File: config.mk
export PLATFORM = sky130hd
export DESIGN_NAME = cs_block_capture
export DESIGN_NICKNAME = d
export VERILOG_FILES = /design/src/rtl/cs_cap_pkg.sv /design/src/rtl/rst_sync.sv /design/src/rtl/cs_chan_acc.sv /design/src/rtl/cs_read_mux.sv /design/src/rtl/cs_block_capture.sv
export SDC_FILE = /design/constraint.sdc
export NUM_CORES = 2
export LEC_CHECK = 0
export BUFFER_PORTS_ARGS = -buffer_cell sky130_fd_sc_hd__buf_2
export CORE_MARGIN = 5
export CORE_UTILIZATION = 35
export DETAILED_ROUTE_END_ITERATION = 8
export HOLD_SLACK_MARGIN = 0.06
export SLEW_MARGIN = 0
export SYNTH_ARGS = -nofsm -noshare
export SYNTH_HDL_FRONTEND = slang
export SYNTH_SLANG_ARGS = --single-unit
File: constraint.sdc
create_clock -name clk -period 55.5 [get_ports clk]
set_clock_uncertainty 0.15 [all_clocks]
set_input_delay 13.875 -clock clk [delete_from_list [all_inputs] [get_ports clk]]
set_output_delay 13.875 -clock clk [all_outputs]
set_load 0.01 [all_outputs]
File: src/rtl/cs_cap_pkg.sv
package cs_cap_pkg;
  typedef enum logic {
    KIND_STATUS = 1'b0,
    KIND_USER   = 1'b1
  } store_kind_e;
endpackage

File: src/rtl/rst_sync.sv
module rst_sync (
  input  logic clk,
  input  logic arst_n,
  output logic srst_n
);
  logic [1:0] sync_q;

  always_ff @(posedge clk or negedge arst_n) begin
    if (!arst_n) sync_q <= 2'b00;
    else         sync_q <= {sync_q[0], 1'b1};
  end

  assign srst_n = sync_q[1];
endmodule

File: src/rtl/cs_chan_acc.sv
module cs_chan_acc #(
  parameter int BLK_BITS = 192,
  localparam int CW = $clog2(BLK_BITS)
) (
  input  logic                clk,
  input  logic                rst_n,
  input  logic                sub_en,
  input  logic                sub_sob,
  input  logic                cbit,
  input  logic                ubit,
  output logic [BLK_BITS-1:0] cs_q,
  output logic [BLK_BITS-1:0] ud_q,
  output logic                ev_start_q,
  output logic                ev_end_q,
  output logic                ev_chg_q
);
  localparam logic [CW-1:0] LAST_POS = CW'(BLK_BITS - 1);

  logic                aligned_q, aligned_d;
  logic [CW-1:0]       cnt_q, cnt_d, idx;
  logic [BLK_BITS-1:0] cs_sh_q, cs_sh_d, ud_sh_q, ud_sh_d;
  logic [BLK_BITS-1:0] cs_d, ud_d;
  logic                take, last, ev_start_d, ev_end_d, ev_chg_d;

  // next-state logic
  always_comb begin
    idx       = sub_sob ? '0 : cnt_q;
    take      = sub_en && (sub_sob || aligned_q);
    last      = take && (idx == LAST_POS);
    cs_sh_d   = cs_sh_q;
    ud_sh_d   = ud_sh_q;
    if (take) begin
      cs_sh_d[idx] = cbit;
      ud_sh_d[idx] = ubit;
    end
    cnt_d = cnt_q;
    if (take) cnt_d = last ? '0 : idx + 1'b1;
    aligned_d  = aligned_q | (sub_en && sub_sob);
    cs_d       = last ? cs_sh_d : cs_q;
    ud_d       = last ? ud_sh_d : ud_q;
    ev_start_d = sub_en && sub_sob;
    ev_end_d   = last;
    ev_chg_d   = last && (cs_sh_d != cs_q);
  end

  // registers
  always_ff @(posedge clk or negedge rst_n) begin
    if (!rst_n) begin
      aligned_q  <= 1'b0;
      cnt_q      <= '0;
      cs_sh_q    <= '0;
      ud_sh_q    <= '0;
      cs_q       <= '0;
      ud_q       <= '0;
      ev_start_q <= 1'b0;
      ev_end_q   <= 1'b0;
      ev_chg_q   <= 1'b0;
    end else begin
      aligned_q  <= aligned_d;
      ev_start_q <= ev_start_d;
      ev_end_q   <= ev_end_d;
      ev_chg_q   <= ev_chg_d;
      if (take) begin
        cnt_q   <= cnt_d;
        cs_sh_q <= cs_sh_d;
        ud_sh_q <= ud_sh_d;
      end
      if (last) begin
        cs_q <= cs_d;
        ud_q <= ud_d;
      end
    end
  end

  // the fill position never leaves the block
  assert_cnt_range_R4: assert property (@(posedge clk) disable iff (!rst_n)
    cnt_q <= LAST_POS);
  // a completed block leaves the count wrapped to zero
  assert_wrap_after_end_R8: assert property (@(posedge clk) disable iff (!rst_n)
    ev_end_q |-> (cnt_q == '0));
  // readable stores only move with a block-end pulse
  assert_store_hold_R5: assert property (@(posedge clk) disable iff (!rst_n)
    !ev_end_q |-> ($stable(cs_q) && $stable(ud_q)));
  // a change flag never appears without a block end
  assert_chg_with_end_R6: assert property (@(posedge clk) disable iff (!rst_n)
    ev_chg_q |-> ev_end_q);
  // a start pulse follows an accepted start subframe
  assert_start_cause_R3: assert property (@(posedge clk) disable iff (!rst_n)
    ev_start_q |-> $past(sub_en && sub_sob));
  // an unaligned channel holds its count at zero
  assert_unaligned_idle_R2: assert property (@(posedge clk) disable iff (!rst_n)
    !aligned_q |-> (cnt_q == '0 && !ev_end_q));
endmodule

File: src/rtl/cs_read_mux.sv
module cs_read_mux
  import cs_cap_pkg::*;
#(
  parameter int NCH      = 2,
  parameter int BLK_BITS = 192,
  parameter int WORD_W   = 32,
  localparam int NWORDS  = BLK_BITS / WORD_W,
  localparam int CHB     = $clog2(NCH),
  localparam int WB      = $clog2(NWORDS),
  localparam int AW      = CHB + 1 + WB
) (
  input  logic [NCH-1:0][BLK_BITS-1:0] cs_all,
  input  logic [NCH-1:0][BLK_BITS-1:0] ud_all,
  input  logic [AW-1:0]                addr,
  output logic [WORD_W-1:0]            data
);
  logic [CHB-1:0] sel_ch;
  store_kind_e    sel_kind;
  logic [WB-1:0]  sel_word;

  always_comb begin
    sel_ch   = addr[AW-1 -: CHB];
    sel_kind = store_kind_e'(addr[WB]);
    sel_word = addr[WB-1:0];
    data     = '0;
    for (int c = 0; c < NCH; c++) begin
      for (int w = 0; w < NWORDS; w++) begin
        if (int'(sel_ch) == c && int'(sel_word) == w) begin
          data = (sel_kind == KIND_USER) ? ud_all[c][w*WORD_W +: WORD_W]
                                         : cs_all[c][w*WORD_W +: WORD_W];
        end
      end
    end
  end
endmodule

File: src/rtl/cs_block_capture.sv
module cs_block_capture #(
  parameter int NCH      = 2,
  parameter int BLK_BITS = 192,
  parameter int WORD_W   = 32,
  localparam int NWORDS  = BLK_BITS / WORD_W,
  localparam int CHB     = $clog2(NCH),
  localparam int WB      = $clog2(NWORDS),
  localparam int AW      = CHB + 1 + WB
) (
  input  logic              clk,
  input  logic              rst_n,
  input  logic              sf_valid,
  input  logic [CHB-1:0]    sf_chan,
  input  logic              sf_sob,
  input  logic              sf_cbit,
  input  logic              sf_ubit,
  input  logic [AW-1:0]     rd_addr,
  output logic [WORD_W-1:0] rd_data,
  output logic [NCH-1:0]    evt_start,
  output logic [NCH-1:0]    evt_end,
  output logic [NCH-1:0]    evt_cs_chg
);
  logic                         srst_n;
  logic [NCH-1:0][BLK_BITS-1:0] cs_all, ud_all;

  rst_sync u_rst (
    .clk    (clk),
    .arst_n (rst_n),
    .srst_n (srst_n)
  );

  for (genvar g = 0; g < NCH; g++) begin : g_ch
    logic hit;
    assign hit = sf_valid && (int'(sf_chan) == g);
    cs_chan_acc #(.BLK_BITS(BLK_BITS)) u_acc (
      .clk        (clk),
      .rst_n      (srst_n),
      .sub_en     (hit),
      .sub_sob    (sf_sob),
      .cbit       (sf_cbit),
      .ubit       (sf_ubit),
      .cs_q       (cs_all[g]),
      .ud_q       (ud_all[g]),
      .ev_start_q (evt_start[g]),
      .ev_end_q   (evt_end[g]),
      .ev_chg_q   (evt_cs_chg[g])
    );
  end

  cs_read_mux #(.NCH(NCH), .BLK_BITS(BLK_BITS), .WORD_W(WORD_W)) u_rd (
    .cs_all (cs_all),
    .ud_all (ud_all),
    .addr   (rd_addr),
    .data   (rd_data)
  );

  // word slots past the block read as zero
  assert_pad_words_zero_R9: assert property (@(posedge clk) disable iff (!srst_n)
    (int'(rd_addr[WB-1:0]) >= NWORDS) |-> (rd_data == '0));
  // each event vector only carries bits of channels that can complete
  assert_chg_subset_R10: assert property (@(posedge clk) disable iff (!srst_n)
    ((evt_cs_chg & ~evt_end) == '0));
endmodule

==> results.txt <==
----------------------------------------------------
[Layout]
  Area growth from synthesis to layout ... 13.1%
  Net count, final ... 7565
  Storage element area ... 39000 um^2
  Share of final-layout standard cells stronger than drive strength 1 ... 12.5%
  Post-route insts no fill ... 10500
  FILL cells ... 20600
  Leading cell types in the layout, fill and taps excluded ... 1559 x dfrtp_1, 1449 x nand2_1, 696 x o21ai_0, 692 x nor2_1, 470 x mux2i_1
  Leading cell type in the layout, fill and taps excluded ... dfrtp_1
  Total area of multi-input combinational cells ... 31800 um^2

[Setup path]
  Worst reg2reg setup slack ... 49.07 ns
  Crit path kind ... input pin to output pin
  Worst Setup Start Kind ... input pin
  Req. time, crit path ... 41.48 ns
  Category of the worst setup path capture point ... output pin
  Worst-path fanout max ... 60
  Critical path data arrival time ... 19.20 ns

[Place]
  Post-Place Cells ... 10200
  Final estimated routing congestion in global placement ... 1.02
  Setup WS pre-CTS ... 22.38 ns
  Detailed placement HPWL ... 241 mm
  Number of buffers added on ports ... 49

[Clocking]
  Count of buffers added by post-CTS timing repair for setup ... 0
  H-tree level count ... 4
  Cells resized by post-CTS repair ... 0
  Clock Pin Slew Worst Setup and Hold Paths ... 0.06 ns
  Number of CTS-inserted buffers ... 177
  Clock tree from TritonCTS ... done
  Worst-Skew Late Latency ... 0.87 ns
  Number of clock sinks ... 1560
  Buffers from clock root to sink, at most ... 3
  CTS Root Buffer Type ... clkbuf_16
  Cts-stage hold buffer count ... 0

[Floorplan]
  Width of the die ... 470 um
  Die outline height ... 470 um
  Floorplan core area ... 210000 um^2
  Die footprint ... 221000 um^2
  Number of standard-cell rows in the floorplan ... 168
  Starting Density ... 35.2%
  Top-Level Pins ... 50

[Route]
  Number of detailed-route iterations in the first pass ... 6
  Routed len/inst ... 31.9 um
  DRC marker count from the first detailed-route iteration ... 7844
  Wire length reported by the detailed router ... 336 mm
  DRC violation count after routing ... 0
  Number of vias per cell after detailed routing ... 5.86
  Post-route antenna net violation count ... 0
  Total via count in the routed design ... 61600

[Worst hold path]
  Type of the worst min-delay path ... flop to flop

[STA]
  Number of endpoints failing setup at the final stage ... 0
  Final hold vios ... 0
  Timing-limited maximum frequency ... 0.0301 GHz
  Relative slew slack ... 5.87%
  Least-Margin Pin Slew ... 1.40 ns
  Total Neg Setup Slack ... 0 ns
  Final clock period utilization by the worst path ... 59.9%
  RSZ-0062 raised after global routing ... false
  Setup WS post-layout ... 22.28 ns
  Post-route minimum period ... 33.22 ns
  Final slew viol count ... 0

[Global route]
  Largest net degree at the start of global routing ... 201
  Global routing usage summed across all routing layers ... 29.6%
  Grt ovf ... 0
  First-pass GRT wire length ... 468 mm
  Initial antenna violation count ... 27
  Number of global-route vias before repair ... 58900

[Synthesis]
  Syn Nets ... 7617
  Avg Synthesized Cell Area ... 9.73 um^2
  Count of flip-flops with a built-in enable after synthesis ... 0
  Netlist cell types ... 89
  Mapped cell area ... 74000 um^2
  Share of Yosys cell area claimed by the top area cell type ... 52.8%
  Syn Inst Count ... 7605
  Portion of the post-synthesis area used by sequential elements ... 52.8%
  Share of synthesized registers carrying an async set or reset ... 100%
  Dominant synthesized flop cell ... dfrtp_1
  Yosys top cell by area ... dfrtp_1
  Register bit count reported by yosys ... 1560
  Top area cells in the synthesized netlist ... dfrtp_1 53%, nand2_1 7.4%, mux2i_1 6.4%
  Warning count from the yosys run ... 0

[Power]
  Overall power consumption ... 0.00262 W
  Power density over cell area ... 31.3 nW/um^2
  Peak ir drop on the vdd network ... 0.0292 mV
  LEAKAGE ... 41.2 nW

[Run]
  Number of maximum-capacitance violations ... 0

[Status]
  Status ... finished clean

----------------------------------------------------
synthesized netlist by cell type, types with 13 or more instances:
| master | instances |
|---|---|
| nand3_1 | 48 |
| a22oi_1 | 18 |
| nor3b_1 | 38 |
| nor3_1 | 96 |
| o221ai_1 | 17 |
| a21oi_1 | 117 |
| xor2_1 | 122 |
| o2111ai_1 | 44 |
| nor4_1 | 96 |
| inv_1 | 348 |
| mux2_2 | 306 |
| mux4_2 | 33 |
| a2111oi_0 | 18 |
| or4_1 | 13 |
| nor2b_1 | 59 |
| a211oi_1 | 73 |
| o22ai_1 | 110 |
| nor2_1 | 695 |
| o21ai_0 | 696 |
| clkbuf_1 | 359 |
| mux2i_1 | 470 |
| nand3b_1 | 39 |
| a32oi_1 | 38 |
| nand2_1 | 1451 |
| buf_2 | 50 |
| nand4_1 | 182 |
| o22a_1 | 39 |
| buf_1 | 72 |
| xnor2_1 | 118 |
| dfrtp_1 | 1560 |
| o211ai_1 | 19 |
layer usage:
layer	global-route usage (%)	vias to the layer above	wire, um
met2	42.1	3372	140000
met5	0	-	163
met3	9.20	792	36700
met1	40.4	31300	140000
met4	14.9	22	19800
li1	-	26100	-
per-stage QoR:
stage	area, um^2	utilization (%)	hold slack [ns]
after floorplan	74000	-	0.181
after global placement	77700	37.0	0.186
after detailed placement	77700	37.0	0.187
after CTS	83600	39.8	0.202
after global routing	83600	39.8	0.209
final	83700	39.8	0.199
power by group:
| part | leakage, nW | internal, W | switching [W] |
|---|---|---|---|
| Sequential | 21.6 | 0.00116 | 0.0000188 |
| Combinational | 16.7 | 0.0000563 | 0.000188 |
| Clock | 2.89 | 0.000686 | 0.000514 |
| Total | 41.2 | 0.00190 | 0.000721 |
cells by family (layout without fill, tap and decap cells):
group / Yosys count / in the layout / share of synthesized area, %
simple gates: 2858 / 2858 / 17.3
flops: 1560 / 1560 / 52.8
compound gates: 1294 / 1294 / 10.6
buf+inv: 843 / 932 / 4.44
mux: 809 / 809 / 12.0
xor+xnor: 240 / 240 / 2.84
other cells: 1 / 18 / 0.00507
sequential cells by signal, indices dropped and copies added, names as in the netlist:
signal and cells:
g_ch.u_acc.aligned_q 2, g_ch.u_acc.cs_q 384, g_ch.u_acc.ev_chg_q 2, g_ch.u_acc.cs_sh_q 384, g_ch.u_acc.cnt_q 16, g_ch.u_acc.ud_q 384
g_ch.u_acc.ud_sh_q 382, g_ch.u_acc.ev_end_q 2, g_ch.u_acc.ev_start_q 2, u_rst.sync_q 2
worst max-delay path, cell delays in order:
cell	delay [ns]
buf_8	0.46
buf_4	0.90
buf_4	0.88
buf_4	0.82
mux2i_1	0.28
o22ai_1	0.12
a211oi_1	0.27
o2111ai_1	0.23
a21oi_1	0.72
nor3_1	0.22
buf_2	0.20
final timing paths:
check / start / to / cells after the start
hold / removal: u_rst.sync_q[0]$_DFF_PN0_ / u_rst.sync_q[1]$_DFF_PN0_ / 0
setup / recovery: rd_addr[3] / rd_data[22] / 11
setup reg to reg: g_ch[0].u_acc.cnt_q[3]$_DFFE_PN0N_ / g_ch[0].u_acc.ev_chg_q$_DFF_PN0_ / 9
min in group asynchronous: u_rst.sync_q[1]$_DFF_PN0_ / g_ch[1].u_acc.ud_q[187]$_DFFE_PN0P_ / 0
max in group asynchronous: rst_n / u_rst.sync_q[1]$_DFF_PN0_ / 1
hold reg to reg: u_rst.sync_q[0]$_DFF_PN0_ / u_rst.sync_q[1]$_DFF_PN0_ / 0
area by class of cell:
type,count,area share (%)
sequential,1560,46.7
inverter,350,1.60
multi-input combinational,5202,38.1
tap,2805,4.20
antenna,17,0.0509
timing repair buffer,262,2.38
clock inverter,64,0.869
clock buffer,256,6.16
No activity file was read; power rests on OpenSTA's default activity.
